### config.mk
export PLATFORM = sky130hd
export DESIGN_NAME = bnn_layer
export DESIGN_NICKNAME = d
export VERILOG_FILES = /design/src/rtl/bnn_pkg.sv /design/src/rtl/bnn_popcount.sv /design/src/rtl/bnn_param_store.sv /design/src/rtl/bnn_sequencer.sv /design/src/rtl/bnn_layer.sv
export SDC_FILE = /design/constraint.sdc
export NUM_CORES = 1
export LEC_CHECK = 0
export ABC_AREA = 1
export BUFFER_PORTS_ARGS = -buffer_cell sky130_fd_sc_hd__buf_2
export CAP_MARGIN = 10
export CORE_MARGIN = 1.5
export CORE_UTILIZATION = 60
export DETAILED_ROUTE_END_ITERATION = 7
export PLACE_DENSITY = 0.75
export SETUP_SLACK_MARGIN = 0.1
export SLEW_MARGIN = 5
export SYNTH_ARGS = -nofsm -noshare
export SYNTH_HDL_FRONTEND = slang
export SYNTH_SLANG_ARGS = --single-unit
export TNS_END_PERCENT = 50
### constraint.sdc
create_clock -name clk -period 6.85 [get_ports clk]
set_input_delay 1.0275 -clock clk [delete_from_list [all_inputs] [get_ports clk]]
set_output_delay 1.0275 -clock clk [all_outputs]
set_load 0.05 [all_outputs]
### src/rtl/bnn_pkg.sv
package bnn_pkg;
  localparam int DEF_NEURONS = 8;
  localparam int DEF_FEATS   = 8;
  localparam int DEF_BIAS_W  = 5;
endpackage

### src/rtl/bnn_popcount.sv
module bnn_popcount #(
  parameter int N  = 8,
  parameter int CW = $clog2(N + 1)
) (
  input  logic [N-1:0]  bits_i,
  output logic [CW-1:0] count_o
);
  // heap-ordered balanced tree: node 0 is the root, leaves sit at N-1 .. 2N-2
  logic [CW-1:0] node [0:2*N-2];

  for (genvar l = 0; l < N; l++) begin : g_leaf
    assign node[N-1+l] = CW'(bits_i[l]);
  end
  for (genvar i = 0; i < N - 1; i++) begin : g_add
    assign node[i] = node[2*i+1] + node[2*i+2];
  end

  assign count_o = node[0];
endmodule

### src/rtl/bnn_param_store.sv
module bnn_param_store #(
  parameter int NEU    = 8,
  parameter int FEAT   = 8,
  parameter int BIAS_W = 5,
  parameter int IDX_W  = $clog2(NEU)
) (
  input  logic              clk,
  input  logic              rst,
  input  logic              busy_i,
  input  logic              wr_en,
  input  logic [IDX_W-1:0]  wr_idx,
  input  logic [FEAT-1:0]   wr_weight,
  input  logic [BIAS_W-1:0] wr_bias,
  input  logic [IDX_W-1:0]  rd_idx,
  output logic [FEAT-1:0]   rd_weight,
  output logic [BIAS_W-1:0] rd_bias
);
  logic [NEU-1:0][FEAT-1:0]   w_q;
  logic [NEU-1:0][BIAS_W-1:0] b_q;
  logic                       wr_accept;

  assign wr_accept = wr_en && !busy_i;

  always_ff @(posedge clk) begin
    if (rst) begin
      w_q <= '0;
      b_q <= '0;
    end else if (wr_accept) begin
      w_q[wr_idx] <= wr_weight;
      b_q[wr_idx] <= wr_bias;
    end
  end

  assign rd_weight = w_q[rd_idx];
  assign rd_bias   = b_q[rd_idx];

  // nothing is stored while a pass runs
  a_r9_no_write_busy: assert property (@(posedge clk) disable iff (rst)
    busy_i |=> ($stable(w_q) && $stable(b_q)));
endmodule

### src/rtl/bnn_sequencer.sv
module bnn_sequencer #(
  parameter int NEU   = 8,
  parameter int IDX_W = $clog2(NEU)
) (
  input  logic             clk,
  input  logic             rst,
  input  logic             start,
  output logic             busy,
  output logic [IDX_W-1:0] idx,
  output logic             last,
  output logic             start_acc,
  output logic             done
);
  assign start_acc = start && !busy;
  assign last      = busy && (idx == IDX_W'(NEU - 1));

  always_ff @(posedge clk) begin
    if (rst) begin
      busy <= 1'b0;
      idx  <= '0;
      done <= 1'b0;
    end else begin
      done <= 1'b0;
      if (busy) begin
        if (last) begin
          busy <= 1'b0;
          done <= 1'b1;
          idx  <= '0;
        end else begin
          idx <= idx + 1'b1;
        end
      end else if (start_acc) begin
        busy <= 1'b1;
        idx  <= '0;
      end
    end
  end

  a_r7_start_busy: assert property (@(posedge clk) disable iff (rst)
    start_acc |=> (busy && idx == '0));
  a_r7_last_done: assert property (@(posedge clk) disable iff (rst)
    last |=> (done && !busy));
  a_r7_done_pulse: assert property (@(posedge clk) disable iff (rst)
    done |=> !done);
  a_r10_no_restart: assert property (@(posedge clk) disable iff (rst)
    (busy && !last) |=> (busy && idx == $past(idx) + 1'b1));
endmodule

### src/rtl/bnn_layer.sv
module bnn_layer #(
  parameter int NEU    = bnn_pkg::DEF_NEURONS,
  parameter int FEAT   = bnn_pkg::DEF_FEATS,
  parameter int BIAS_W = bnn_pkg::DEF_BIAS_W,
  parameter int IDX_W  = $clog2(NEU)
) (
  input  logic              clk,
  input  logic              rst,
  input  logic              start,
  input  logic [FEAT-1:0]   feat_in,
  input  logic              wr_en,
  input  logic [IDX_W-1:0]  wr_idx,
  input  logic [FEAT-1:0]   wr_weight,
  input  logic [BIAS_W-1:0] wr_bias,
  output logic              busy,
  output logic              done,
  output logic [NEU-1:0]    class_out
);
  localparam int CW    = $clog2(FEAT + 1);
  localparam int SUM_W = ((CW > BIAS_W) ? CW : BIAS_W) + 1;

  // count is unsigned, bias signed; both widened to SUM_W so no extreme overflows
  function automatic logic fires(input logic [CW-1:0] cnt, input logic [BIAS_W-1:0] bias);
    logic [SUM_W-1:0] s;
    s = {{(SUM_W-CW){1'b0}}, cnt} + {{(SUM_W-BIAS_W){bias[BIAS_W-1]}}, bias};
    return !s[SUM_W-1];
  endfunction

  logic [IDX_W-1:0]  idx;
  logic              last;
  logic              start_acc;
  logic [FEAT-1:0]   feat_q;
  logic [FEAT-1:0]   row_w;
  logic [BIAS_W-1:0] row_b;
  logic [FEAT-1:0]   match;
  logic [CW-1:0]     match_cnt;
  logic              neuron_fire;
  logic [NEU-1:0]    work_q;
  logic [NEU-1:0]    work_nx;

  bnn_sequencer #(.NEU(NEU), .IDX_W(IDX_W)) u_seq (
    .clk(clk), .rst(rst), .start(start), .busy(busy), .idx(idx),
    .last(last), .start_acc(start_acc), .done(done)
  );

  bnn_param_store #(.NEU(NEU), .FEAT(FEAT), .BIAS_W(BIAS_W), .IDX_W(IDX_W)) u_store (
    .clk(clk), .rst(rst), .busy_i(busy), .wr_en(wr_en), .wr_idx(wr_idx),
    .wr_weight(wr_weight), .wr_bias(wr_bias), .rd_idx(idx),
    .rd_weight(row_w), .rd_bias(row_b)
  );

  assign match = ~(row_w ^ feat_q);

  bnn_popcount #(.N(FEAT), .CW(CW)) u_pop (
    .bits_i(match), .count_o(match_cnt)
  );

  assign neuron_fire = fires(match_cnt, row_b);

  always_comb begin
    work_nx      = work_q;
    work_nx[idx] = neuron_fire;
  end

  always_ff @(posedge clk) begin
    if (rst) begin
      feat_q    <= '0;
      work_q    <= '0;
      class_out <= '0;
    end else begin
      if (start_acc) feat_q <= feat_in;
      if (busy) work_q <= work_nx;
      if (last) class_out <= work_nx;
    end
  end

  a_r3_count_range: assert property (@(posedge clk) disable iff (rst)
    busy |-> (match_cnt <= CW'(FEAT)));
  a_r6_feat_held: assert property (@(posedge clk) disable iff (rst)
    busy |=> $stable(feat_q));
  a_r8_hold_out: assert property (@(posedge clk) disable iff (rst)
    !$stable(class_out) |-> done);
endmodule

==> summary.txt, run 1 <==
Outcome
  • Result of the run: completed

Yosys
  • Top cells by area in the synthesized netlist: sky130_fd_sc_hd__dfxtp_1 45%, sky130_fd_sc_hd__nor2_1 13%, sky130_fd_sc_hd__o21ai_0 11%, sky130_fd_sc_hd__nand2_1 6.6%, sky130_fd_sc_hd__a21oi_1 3.7%
  • Seq/Total Area, Yosys: 45.2%
  • Top cell type by total area after synthesis: sky130_fd_sc_hd__dfxtp_1
  • Netlist area before placement: 5890 µm²
  • Post-synth EDFFs: 0
  • Post-synth top flop: sky130_fd_sc_hd__dfxtp_1
  • Number of synthesized register bits: 133
  • Synth async-reset ratio: 0%
  • Syn Inst Count: 823
  • Per-instance average area after synthesis: 7.15 µm²
  • Proportion of netlist area held by the largest area contributor: 45.2%
  • Number of warning messages in the yosys log: 0
  • Post-synth net total: 863
  • Number of distinct standard cells referenced by the synthesized netlist: 36

Layout
  • Proportion of layout cells with a drive suffix above 1: 12.0%
  • Post-Layout Cell Count: ~980
  • Synth-to-layout area growth: 13.8%
  • Post-layout util: 71.5%
  • Number of nets in the final layout: 877
  • FILL cells: 812
  • ANT cells: 0

Power
  • Switch Pwr: 0.000534 W
  • Total power of the final layout: 0.00198 W
  • Net switching share of the total power: 26.9%
  • Pleak: around 3.0 nW
  • Part of the total power dissipated in the clock network: 48.3%
  • Logic pwr share: 10.3%
  • Power per standard cell area: 296 nW/µm²
  • Sequential power share: between 40% and 50%
  • Worst IR drop on VDD: 0.227 mV
  • Cell internal pwr: ~0.0014 W

Floorplan
  • Die height: between 100 and 150 µm
  • Starting Density: 62.8%
  • Die Outline Area: 10,400 µm²
  • Floorplan core area: 9370 µm²
  • IO Pins: 38
  • Die Wd: 102 µm
  • Row count: 35

Worst setup path
  • Maximum fanout along the worst path: 23
  • Reg2Reg Launch Point: u_seq.idx[0]
  • Crit path capture type: flop
  • Worst R2R Path Depth: 26
  • Worst setup path class: reg2reg
  • Worst Path Arrival: around 6300 ps
  • Startpoint Class: flop
  • Register-to-register setup slack: approximately 1000 ps
  • Data required time at the worst endpoint: 7300 ps
  • Critical register-to-register path endpoint: work_q[3]

STA
  • Worst path setup slack after routing: approximately 1000 ps
  • Period minus WS final: between 5000 and 6000 ps
  • Final setup fails: 0
  • Max Clk Rate: 172 MHz
  • Slew at the pin with the worst max-slew slack: 1020 ps
  • Relative max-transition margin: 31.7%
  • Total Neg Setup Slack: 0 ps
  • Total count of hold-check failures in the final report: 0
  • Final max-slew violation count: 0
  • Setup repair after global routing missed its margin: no
  • Period utilization: 84.8%
  • Worst clock skew: 12.6 ps

Min path
  • Worst Hold Path Cells: 2
  • Worst Hold Class: reg2reg
  • Endpoint of the worst hold path: u_store.w_q[62]
  • Hold path startpoint: u_store.w_q[62]

CTS
  • Clk Latency, worst-skew pair: roughly 530 ps
  • Maximum number of buffers from clock root to sink: 2
  • CTS root buffer: sky130_fd_sc_hd__clkbuf_8
  • Clock buffer count from CTS: 17
  • Clock sinks: 133
  • Total of hold buffers inserted after clock tree synthesis: 0
  • Clock tree from TritonCTS: done
  • # Post-CTS Setup Buffers: 0
  • H-tree depth reported by CTS: 4
  • Clock Pin Slew Worst Setup and Hold Paths: approximately 60 ps
  • Gates resized, CTS repair: 0

GRT
  • Global-route wire length before repair: ~27,000 µm
  • Leftover overflow at the end of global routing: 0
  • Antenna violations before repair: 0
  • Number of global-route vias before repair: 5,228
  • Maximum number of pins on one net before global-route repair: ~120
  • Global-route total usage across every layer: 35.1%

Placement
  • Post-detailed-placement half-perimeter wirelength: 11,100 µm
  • Last weighted congestion value of the routability-driven placer: 0.924
  • Pre-CTS setup slack: 1150 ps
  • Cell total after placement: 947
  • I/O Buffers: 37

Drt
  • Number of routed nets with antenna violations: 0
  • Post-DR wirelength/cell: 17.7 µm
  • Via-per-instance ratio: 5.80
  • Routed Wire Length: 17,300 µm
  • DRT Pass-1 Iters: 7
  • DRC: 0
  • Vias: about 5,700
  • Number of DRC markers after the initial detailed-route iteration: 616

Run
  • Total of max-cap violations: 0
[layout by cell type (no fill, tap or decap), types with 10 or more instances in the layout]
cell type,Yosys,final
sky130_fd_sc_hd__a21oi_1,44,44
sky130_fd_sc_hd__dfxtp_1,133,133
sky130_fd_sc_hd__clkbuf_16,0,16
sky130_fd_sc_hd__nor2_1,206,206
sky130_fd_sc_hd__buf_2,9,37
sky130_fd_sc_hd__nand2_1,103,103
sky130_fd_sc_hd__inv_2,9,10
sky130_fd_sc_hd__inv_1,55,54
sky130_fd_sc_hd__nand4_1,12,12
sky130_fd_sc_hd__nand3_1,22,22
sky130_fd_sc_hd__o21ai_0,124,124
[synth_stat cells, types with 2 or more instances]
library cell               count
sky130_fd_sc_hd__ha_1          8
sky130_fd_sc_hd__inv_2         9
sky130_fd_sc_hd__nand3b_1      2
sky130_fd_sc_hd__nand3_1      22
sky130_fd_sc_hd__a21oi_1      44
sky130_fd_sc_hd__a221oi_1      4
sky130_fd_sc_hd__a211oi_1      2
sky130_fd_sc_hd__xor2_1        5
sky130_fd_sc_hd__nor2_1      206
sky130_fd_sc_hd__nor2_4        2
sky130_fd_sc_hd__nand2_1     103
sky130_fd_sc_hd__inv_1        55
sky130_fd_sc_hd__o22ai_1       4
sky130_fd_sc_hd__nand4_1      12
sky130_fd_sc_hd__buf_1         2
sky130_fd_sc_hd__or2_2         8
sky130_fd_sc_hd__a22o_1        2
sky130_fd_sc_hd__fa_1          4
sky130_fd_sc_hd__o21ai_0     124
sky130_fd_sc_hd__a22oi_1       6
sky130_fd_sc_hd__a221oi_2      2
sky130_fd_sc_hd__o21ai_1       8
sky130_fd_sc_hd__buf_2         9
sky130_fd_sc_hd__buf_4         3
sky130_fd_sc_hd__clkbuf_2      2
sky130_fd_sc_hd__clkbuf_1     33
sky130_fd_sc_hd__dfxtp_1     133
[sequential cells by signal (all words and copies together), names as in the netlist]
name and count:
u_store.w_q 64, u_store.b_q 40, class_out 8, feat_q 8, work_q 8, u_seq.idx 3, u_seq.busy 1, u_seq.done 1
[worst max path at each step]
stage                            start         to  depth (start not counted)
final                     u_seq.idx[0]  work_q[3]                         26
after global routing      u_seq.idx[0]  work_q[2]                         26
after CTS                 u_seq.idx[0]  work_q[3]                         26
after detailed placement  u_seq.idx[0]  work_q[2]                         26
after global placement    u_seq.idx[1]  work_q[6]                         28
after floorplan           u_seq.idx[1]  work_q[0]                         30
[final cells by class]
type                       instances  area (µm²)  share of cell area [%]
clock buffer                      18         428                    6.39
multi-input combinational        576        2770                    41.4
tap                              129         161                    2.41
inverter                          65         244                    3.64
sequential                       133        2660                    39.7
clock inverter                    14         193                    2.88
timing repair buffer              44         238                    3.55
[metrics by stage]
stage / instance area [µm²] / hold WS (ps)
floorplan: 5890 / 429
CTS: 6700 / 460
global placement: 6080 / 440
finish: 6700 / 459
detailed placement: 6080 / 444
global route: 6700 / 477
[cell families after synthesis]
kind of cell               after synthesis  share of synthesized area, %
xor gates and xnor gates                 6                         0.892
and+or+nand+nor                        360                          24.9
buffers and inverters                  114                          7.69
adders and majority gates               12                          3.06
DFF                                    133                          45.2
AOI/OAI and AO/OA                      198                          18.2
[power by group through the flow]
| stage | combinational [W] | clock [W] | sequential (W) |
|---|---|---|---|
| finish | 0.000205 | 0.000958 | 0.000820 |
| global route | 0.000233 | 0.000992 | 0.000823 |
| CTS | 0.000203 | 0.000956 | 0.000819 |
| floorplan | 0.000153 | 0 | 0.000827 |
| global placement | 0.000190 | 0 | 0.000834 |
| detailed placement | 0.000201 | 0 | 0.000836 |
[critical path: stages, from the launching register on]
cell,delay [ps]
sky130_fd_sc_hd__dfxtp_1,880
sky130_fd_sc_hd__inv_2,300
sky130_fd_sc_hd__nand2_1,240
sky130_fd_sc_hd__inv_2,140
sky130_fd_sc_hd__a221oi_1,350
sky130_fd_sc_hd__nand2_1,90
sky130_fd_sc_hd__nand2_1,70
sky130_fd_sc_hd__nand2_1,70
sky130_fd_sc_hd__fa_1,540
sky130_fd_sc_hd__inv_1,60
sky130_fd_sc_hd__fa_1,500
sky130_fd_sc_hd__fa_1,540
sky130_fd_sc_hd__inv_1,40
sky130_fd_sc_hd__ha_1,210
sky130_fd_sc_hd__fa_1,400
sky130_fd_sc_hd__xor2_1,170
sky130_fd_sc_hd__ha_1,300
sky130_fd_sc_hd__nand2_1,50
sky130_fd_sc_hd__nor2_1,80
sky130_fd_sc_hd__nand2_1,60
sky130_fd_sc_hd__nor2_1,100
sky130_fd_sc_hd__nand2_1,50
sky130_fd_sc_hd__nand2_1,70
sky130_fd_sc_hd__nand2_2,120
sky130_fd_sc_hd__nand3_1,100
sky130_fd_sc_hd__nand2_1,70
sky130_fd_sc_hd__a21oi_1,150
[layer usage]
layer | share of wire, % | track usage, % | routed length [µm] | vias up
met5 | 0 | 0 | 0 | -
met4 | 1.6 | 11.9 | 276 | 0
met3 | 10 | 9.10 | 1770 | 28
met2 | 46 | 55.2 | 8010 | 313
met1 | 42 | 47.2 | 7250 | 2639
li1 | - | - | - | 2699
Power figures use the tool's default switching activity.
==> run 2: changes to the inputs <==
- ABC_AREA: 1 -> 0
- CORE_UTILIZATION: 60 -> 54
- PLACE_DENSITY: 0.75 -> 0.71
- clock period: 6.85 -> 5 ns (I/O delays scaled with it)
==> run 2 against run 1 <==
The flow now finishes with violations (negative setup slack); clock skew is 4.6 ps lower; non-clock buffer count is 41 higher; wire length is 5.8% lower; critical path depth is 4 lower; synthesized cell count is 20% lower; clock-buffer cell count is 7 higher; clock power is 42% higher; power is 37% higher; critical path type unchanged; highest routed layer unchanged.
==> summary.txt, run 2 <==
Yosys
  • Top cells by area in the synthesized netlist: sky130_fd_sc_hd__dfxtp_1 45%, sky130_fd_sc_hd__mux2i_1 13%, sky130_fd_sc_hd__nand2_1 6.2%, sky130_fd_sc_hd__nor2_1 5.5%, sky130_fd_sc_hd__a21oi_1 4.6% (was sky130_fd_sc_hd__dfxtp_1 45%, sky130_fd_sc_hd__nor2_1 13%, sky130_fd_sc_hd__o21ai_0 11%, sky130_fd_sc_hd__nand2_1 6.6%, sky130_fd_sc_hd__a21oi_1 3.7%)
  • Post-synth top flop: sky130_fd_sc_hd__dfxtp_1 (unchanged)
  • Post-synth EDFFs: 0 (unchanged)
  • Per-instance average area after synthesis: 8.93 µm² (was 7.15 µm²)
  • Post-synth net total: 702 (was 863)
  • Syn Inst Count: 662 (was 823)
  • Number of distinct standard cells referenced by the synthesized netlist: 47 (was 36)
  • Number of warning messages in the yosys log: 0 (unchanged)
  • Netlist area before placement: 5910 µm² (was 5890 µm²)
  • Seq/Total Area, Yosys: 45.0% (was 45.2%)
  • Most instantiated library cell after synthesis: sky130_fd_sc_hd__dfxtp_1 (was sky130_fd_sc_hd__nor2_1)
  • Number of synthesized register bits: 133 (unchanged)
  • Synth async-reset ratio: 0% (unchanged)
  • Proportion of netlist area held by the largest area contributor: 45.0% (was 45.2%)
  • Top cell type by total area after synthesis: sky130_fd_sc_hd__dfxtp_1 (unchanged)
  • Most used standard cells in the synthesized netlist: 133 x sky130_fd_sc_hd__dfxtp_1, 98 x sky130_fd_sc_hd__nand2_1, 87 x sky130_fd_sc_hd__nor2_1, 77 x sky130_fd_sc_hd__mux2i_1, 54 x sky130_fd_sc_hd__a21oi_1 (was 206 x sky130_fd_sc_hd__nor2_1, 133 x sky130_fd_sc_hd__dfxtp_1, 124 x sky130_fd_sc_hd__o21ai_0, 103 x sky130_fd_sc_hd__nand2_1, 55 x sky130_fd_sc_hd__inv_1)

Floorplan
  • Die Outline Area: 11,600 µm² (was 10,400 µm²)
  • Floorplan core area: 10,700 µm² (was 9370 µm²)
  • Starting Density: 55.0% (was 62.8%)
  • IO Pins: 38 (unchanged)
  • Row count: 38 (was 35)
  • Die height: 108 µm (was 102 µm)
  • Die Wd: 108 µm (was 102 µm)

Layout
  • Register with the highest flop count: u_store.w_q (unchanged)
  • Commonest non-fill, non-tap cell in the layout: sky130_fd_sc_hd__dfxtp_1 (was sky130_fd_sc_hd__nor2_1)
  • Largest registers: u_store.w_q: 64 flops, u_store.b_q: 40 flops (unchanged)
  • Number of nets in the final layout: 751 (was 877)
  • Commonest non-fill, non-tap cells in the layout: 130 x sky130_fd_sc_hd__dfxtp_1, 98 x sky130_fd_sc_hd__nand2_1, 87 x sky130_fd_sc_hd__nor2_1 (was 206 x sky130_fd_sc_hd__nor2_1, 133 x sky130_fd_sc_hd__dfxtp_1, 124 x sky130_fd_sc_hd__o21ai_0)
  • Proportion of layout cells with a drive suffix above 1: 20.0% (was 12.0%)
  • ANT cells: 0 (unchanged)
  • Post-layout util: 65.9% (was 71.5%)
  • Synth-to-layout area growth: 19.8% (was 13.8%)
  • Largest register FFs: 64 (unchanged)

Drt
  • Number of routed nets with antenna violations: 0 (unchanged)
  • DRT Pass-1 Iters: 5 (was 7)
  • DRC: 0 (unchanged)
  • Routed Wire Length: 16,300 µm (was 17,300 µm)
  • Number of DRC markers after the initial detailed-route iteration: 457 (was 616)
  • Vias: 5,102 (was 5,679)
  • Post-DR wirelength/cell: 18.9 µm (was 17.7 µm)
  • Via-per-instance ratio: 5.91 (was 5.80)

STA
  • Slew at the pin with the worst max-slew slack: 1150 ps (was 1020 ps)
  • Final setup fails: 16 (was 0)
  • Setup repair after global routing missed its margin: yes (was no)
  • Period minus WS final: 5140 ps (was 5810 ps)
  • Worst path setup slack after routing: -139 ps (was 1040 ps)
  • Worst clock skew: 8.06 ps (was 12.6 ps)
  • Period utilization: 103% (was 84.8%)
  • WHS: 453 ps (was 459 ps)
  • Max Clk Rate: 195 MHz (was 172 MHz)
  • Final max-slew violation count: 0 (unchanged)
  • Total count of hold-check failures in the final report: 0 (unchanged)
  • Relative max-transition margin: 23.1% (was 31.7%)

GRT
  • Number of global-route vias before repair: 4,872 (was 5,228)
  • Maximum number of pins on one net before global-route repair: 69 (was 122)
  • Leftover overflow at the end of global routing: 0 (unchanged)
  • Antenna violations before repair: 0 (unchanged)
  • Global-route wire length before repair: 25,600 µm (was 27,400 µm)
  • Global-route total usage across every layer: 29.4% (was 35.1%)

Placement
  • Post-detailed-placement half-perimeter wirelength: 10,300 µm (was 11,100 µm)
  • I/O Buffers: 37 (unchanged)
  • Last weighted congestion value of the routability-driven placer: 0.902 (was 0.924)

Worst setup path
  • Worst setup path class: reg2reg (unchanged)
  • Startpoint Class: flop (unchanged)
  • Data required time at the worst endpoint: 5440 ps (was 7300 ps)
  • Crit path capture type: flop (unchanged)
  • Worst Path Arrival: 5580 ps (was 6260 ps)
  • Maximum fanout along the worst path: 8 (was 23)

CTS
  • Maximum number of buffers from clock root to sink: 2 (unchanged)
  • Clock tree from TritonCTS: done (unchanged)
  • Clock Pin Slew Worst Setup and Hold Paths: 60 ps (about the same)
  • CTS root buffer: sky130_fd_sc_hd__clkbuf_8 (unchanged)
  • H-tree depth reported by CTS: 4 (unchanged)
  • Clock sinks: 133 (unchanged)
  • Clock buffer count from CTS: 17 (unchanged)
  • Clk Latency, worst-skew pair: 530 ps (about the same)

Outcome
  • Failing checks: negative setup slack
  • Result of the run: complete, but fails checks (was completed)

Min path
  • Worst Hold Class: reg2reg (unchanged)

Run
  • Total of max-cap violations: 0 (unchanged)

Power
  • Power per standard cell area: 385 nW/µm² (was 296 nW/µm²)
  • Pleak: 2.94 nW (was 2.98 nW)
  • Worst IR drop on VDD: 0.205 mV (was 0.227 mV)
## run 2: changes by cell type after synthesis, moves of 8 or more
| cell | delta |
|---|---|
| sky130_fd_sc_hd__mux2i_1 | +77 |
| sky130_fd_sc_hd__inv_1 | -50 |
| sky130_fd_sc_hd__a22oi_1 | +25 |
| sky130_fd_sc_hd__o21ai_0 | -114 |
| sky130_fd_sc_hd__a31oi_1 | +9 |
| sky130_fd_sc_hd__o21ai_1 | -8 |
| sky130_fd_sc_hd__nand3_1 | -15 |
| sky130_fd_sc_hd__a21oi_1 | +10 |
| sky130_fd_sc_hd__nor2_1 | -119 |
| sky130_fd_sc_hd__and2_0 | +8 |
## run 2: through the flow
step	worst slack, ps	TNS (ps)	area [µm²]	instances	total power [W]
2_1_floorplan	-86.3	-780	5950	662	0.00128
3_3_place_gp	0.252	0	6370	826	0.00134
3_5_place_dp	-131	-1270	6370	826	0.00135
6_report	-139	-1350	7080	864	0.00273
4_1_cts	-55.8	-329	7060	862	0.00271
5_1_grt	-353	-5000	7080	864	0.00281
## run 2: routing by layer
| metal | track usage [%] | up-vias | part of all wire (%) |
|---|---|---|---|
| li1 | - | 2394 | - |
| met1 | 36.8 | 2447 | 42 |
| met2 | 48.2 | 216 | 48 |
| met3 | 6.96 | 45 | 6.5 |
| met4 | 13.0 | 0 | 3.1 |
| met5 | 0 | - | 0 |
## run 2: path summary, 6_finish.rpt
path | start | to | slack [ps] | depth (start not counted)
min | u_store.b_q[20] | u_store.b_q[20] | 450 | 2
min reg2reg | u_store.b_q[20] | u_store.b_q[20] | 450 | 2
max | u_seq.idx[1] | work_q[3] | -140 | 22
max reg2reg | u_seq.idx[1] | work_q[3] | -140 | 22
## run 2: critical path, stage by stage, from the launching register on
cell	delay (ps)
sky130_fd_sc_hd__dfxtp_4	390
sky130_fd_sc_hd__inv_2	80
sky130_fd_sc_hd__nor3_2	310
sky130_fd_sc_hd__buf_4	250
sky130_fd_sc_hd__a22oi_1	90
sky130_fd_sc_hd__nand4_1	120
sky130_fd_sc_hd__xnor2_1	100
sky130_fd_sc_hd__fa_1	530
sky130_fd_sc_hd__inv_1	50
sky130_fd_sc_hd__fa_1	450
sky130_fd_sc_hd__fa_1	490
sky130_fd_sc_hd__inv_1	50
sky130_fd_sc_hd__ha_2	190
sky130_fd_sc_hd__fa_2	330
sky130_fd_sc_hd__xor2_1	150
sky130_fd_sc_hd__ha_1	310
sky130_fd_sc_hd__buf_4	110
sky130_fd_sc_hd__nand3_1	80
sky130_fd_sc_hd__o41ai_2	350
sky130_fd_sc_hd__buf_4	190
sky130_fd_sc_hd__a2111oi_4	70
sky130_fd_sc_hd__buf_6	170
sky130_fd_sc_hd__a211oi_1	220
## run 2: repair_timing
action,CTS,global route
endpoints found under the setup margin,16,16
resized for setup,3,1
pin swaps,13,2
setup buffers,4,2
hold buffers,0,0
## run 2: area by class of cell
cell class | count | area, µm²
clock buffers | 25 | 515
clock inverters | 7 | 138
fillers | 861 | 3660
inverters | 8 | 30.0
multi-input cells | 466 | 3000
flip-flops and latches | 133 | 2670
well taps | 140 | 175
repair buffers | 85 | 552
## run 2: report_power, final
part	total, W	internal (W)	leakage [nW]	switching, W
registers	0.00110	0.00108	1.08	0.0000190
clock network	0.00136	0.000906	0.319	0.000452
logic	0.000267	0.000115	1.54	0.000152
## run 2: kinds of logic (layout without fill, tap and decap cells)
logic type,Yosys count,in the layout,share of synthesized area [%]
XOR/XNOR,9,9,1.33
flip-flops,133,133,45.0
multiplexers,83,83,14.2
AO/OA/AOI/OAI,130,130,14.9
buffers and inverters,63,125,4.66
adder cells (fa/ha/maj),12,12,3.05
AND/OR/NAND/NOR,232,232,16.8
==> run 3: changes to the inputs <==
- RECOVER_POWER: not set -> 50
==> run 3 against run 2 <==
The flow still finishes with violations (negative setup slack); clock-buffer cell count unchanged; sequential cell count unchanged; via count about the same; global-route usage unchanged; setup slack better by 12 ps; critical path type unchanged; die area unchanged; wire length down 0.23%; sequential share of layout area up 0.11 points.
==> summary.txt, run 3 (synthesis gave the netlist of run 2 again) <==
Drt
  • Number of DRC markers after the initial detailed-route iteration: 459 (was 457)
  • Vias: 5,099 (was 5,102)
  • Via-per-instance ratio: 5.90 (was 5.91)
  • Routed Wire Length: 16,300 µm (about the same)
  • Number of routed nets with antenna violations: 0 (unchanged)
  • DRC: 0 (unchanged)
  • DRT Pass-1 Iters: 7 (was 5)
  • Post-DR wirelength/cell: 18.8 µm (was 18.9 µm)

Outcome
  • Failing checks: negative setup slack (unchanged)
  • Result of the run: complete, but fails checks (unchanged)

Worst setup path
  • Worst setup path class: reg2reg (unchanged)
  • Maximum fanout along the worst path: 8 (unchanged)
  • Worst R2R Path Depth: 22 (unchanged)
  • Data required time at the worst endpoint: 5440 ps (about the same)
  • Crit path capture type: flop (unchanged)
  • Startpoint Class: flop (unchanged)
  • Worst Path Arrival: 5560 ps (was 5580 ps)

Placement
  • Last weighted congestion value of the routability-driven placer: 0.902 (unchanged)
  • Pre-CTS setup slack: -131 ps (unchanged)
  • I/O Buffers: 37 (unchanged)
  • Post-detailed-placement half-perimeter wirelength: 10,300 µm (unchanged)

STA
  • Worst clock skew: 6.73 ps (was 8.06 ps)
  • WHS: 452 ps (was 453 ps)
  • Total count of hold-check failures in the final report: 0 (unchanged)
  • Max Clk Rate: 195 MHz (about the same)
  • Period utilization: 103% (about the same)
  • Final setup fails: 16 (unchanged)
  • Slew at the pin with the worst max-slew slack: 1340 ps (was 1150 ps)
  • Final max-slew violation count: 0 (unchanged)
  • Period minus WS final: 5130 ps (was 5140 ps)
  • Worst path setup slack after routing: -127 ps (was -139 ps)
  • Relative max-transition margin: 11.0% (was 23.1%)
  • Setup repair after global routing missed its margin: yes (unchanged)

Layout
  • Register with the highest flop count: u_store.w_q (unchanged)
  • ANT cells: 0 (unchanged)
  • Largest registers: u_store.w_q: 64 flops, u_store.b_q: 40 flops (unchanged)
  • Synth-to-layout area growth: 19.5% (was 19.8%)
  • Commonest non-fill, non-tap cell in the layout: sky130_fd_sc_hd__dfxtp_1 (unchanged)
  • Storage element area: 2670 µm² (unchanged)
  • Largest register FFs: 64 (unchanged)
  • FILL cells: 866 (was 861)
  • Number of nets in the final layout: 751 (unchanged)
  • Multi-input logic area: 3000 µm² (about the same)
  • Proportion of layout cells with a drive suffix above 1: 18.5% (was 20.0%)
  • Commonest non-fill, non-tap cells in the layout: 130 x sky130_fd_sc_hd__dfxtp_1, 98 x sky130_fd_sc_hd__nand2_1, 87 x sky130_fd_sc_hd__nor2_1 (unchanged)

GRT
  • Leftover overflow at the end of global routing: 0 (unchanged)
  • Global-route wire length before repair: 25,600 µm (unchanged)
  • Maximum number of pins on one net before global-route repair: 69 (unchanged)
  • Number of global-route vias before repair: 4,872 (unchanged)
  • Antenna violations before repair: 0 (unchanged)
  • Global-route total usage across every layer: 29.4% (unchanged)

Power
  • Power per standard cell area: 386 nW/µm² (was 385 nW/µm²)
  • Pleak: 2.89 nW (was 2.94 nW)
  • Worst IR drop on VDD: 0.205 mV (about the same)

CTS
  • Clk Latency, worst-skew pair: 530 ps (about the same)
  • Total of hold buffers inserted after clock tree synthesis: 0 (unchanged)
  • Maximum number of buffers from clock root to sink: 2 (unchanged)
  • Clock buffer count from CTS: 17 (unchanged)
  • Clock tree from TritonCTS: done (unchanged)
  • Clock sinks: 133 (unchanged)
  • CTS root buffer: sky130_fd_sc_hd__clkbuf_8 (unchanged)
  • Clock Pin Slew Worst Setup and Hold Paths: 60 ps (about the same)
  • H-tree depth reported by CTS: 4 (unchanged)

Floorplan
  • Die Outline Area: 11,600 µm² (unchanged)
  • Die Wd: 108 µm (unchanged)
  • Die height: 108 µm (unchanged)
  • IO Pins: 38 (unchanged)
  • Starting Density: 55.0% (unchanged)
  • Row count: 38 (unchanged)
  • Floorplan core area: 10,700 µm² (unchanged)

Run
  • Total of max-cap violations: 0 (unchanged)

Min path
  • Worst Hold Class: reg2reg (unchanged)
  • Worst Hold Path Cells: 2 (unchanged)
run 3: layout make-up:
class | instances | area share [%]
multi-input cells | 466 | 42.4
repair buffers | 85 | 7.60
well taps | 140 | 2.48
clock inverters | 7 | 1.95
flip-flops and latches | 133 | 37.8
inverters | 8 | 0.425
clock buffers | 25 | 7.30
run 3: report_power, final:
part | total, W | internal (W) | switching (W)
sequential | 0.00110 | 0.00108 | 0.0000190
clock | 0.00136 | 0.000906 | 0.000453
combinational | 0.000267 | 0.000115 | 0.000152
run 3: what timing repair did:
| item | in CTS | in global routing |
|---|---|---|
| endpoints found under the setup margin | 16 | 16 |
| pin swaps | 13 | 2 |
| resized for setup | 3 | 1 |
| setup buffers | 4 | 2 |
run 3: per-layer routing:
metal  part of all wire (%)  up-vias  GRT usage, %
met3                    6.9       55          6.96
li1                       -     2391             -
met1                     42     2433          36.8
met5                      0        -             0
met2                     48      220          48.2
met4                    3.5        0          13.0
run 3: worst paths after layout:
kind	startpoint	to	slack, ps
setup / recovery	u_seq.idx[1]	work_q[3]	-130
hold / removal	u_store.b_q[20]	u_store.b_q[20]	450
setup reg to reg	u_seq.idx[1]	work_q[3]	-130
hold reg to reg	u_store.b_q[20]	u_store.b_q[20]	450
run 3: worst max-delay path, cell delays in order, from the launching register on:
cell,delay (ps)
sky130_fd_sc_hd__dfxtp_4,390
sky130_fd_sc_hd__inv_2,80
sky130_fd_sc_hd__nor3_2,300
sky130_fd_sc_hd__buf_4,250
sky130_fd_sc_hd__a22oi_1,90
sky130_fd_sc_hd__nand4_1,120
sky130_fd_sc_hd__xnor2_1,100
sky130_fd_sc_hd__fa_1,530
sky130_fd_sc_hd__inv_1,50
sky130_fd_sc_hd__fa_1,450
sky130_fd_sc_hd__fa_1,490
sky130_fd_sc_hd__inv_1,50
sky130_fd_sc_hd__ha_2,190
sky130_fd_sc_hd__fa_2,330
sky130_fd_sc_hd__xor2_1,150
sky130_fd_sc_hd__ha_1,310
sky130_fd_sc_hd__buf_4,110
sky130_fd_sc_hd__nand3_1,80
sky130_fd_sc_hd__o41ai_2,340
sky130_fd_sc_hd__buf_4,190
sky130_fd_sc_hd__a2111oi_4,70
sky130_fd_sc_hd__buf_6,170
sky130_fd_sc_hd__a211oi_1,220
run 3: stage by stage:
step	cells	utilization (%)	TNS, ps	instance area (µm²)	power [W]
after global placement	826	59.3	0	6370	0.00134
after CTS	862	65.7	-329	7060	0.00271
final	864	65.7	-1190	7060	0.00273
after global routing	864	65.7	-5000	7060	0.00281
after detailed placement	826	59.3	-1270	6370	0.00135
after floorplan	662	-	-780	5950	0.00128
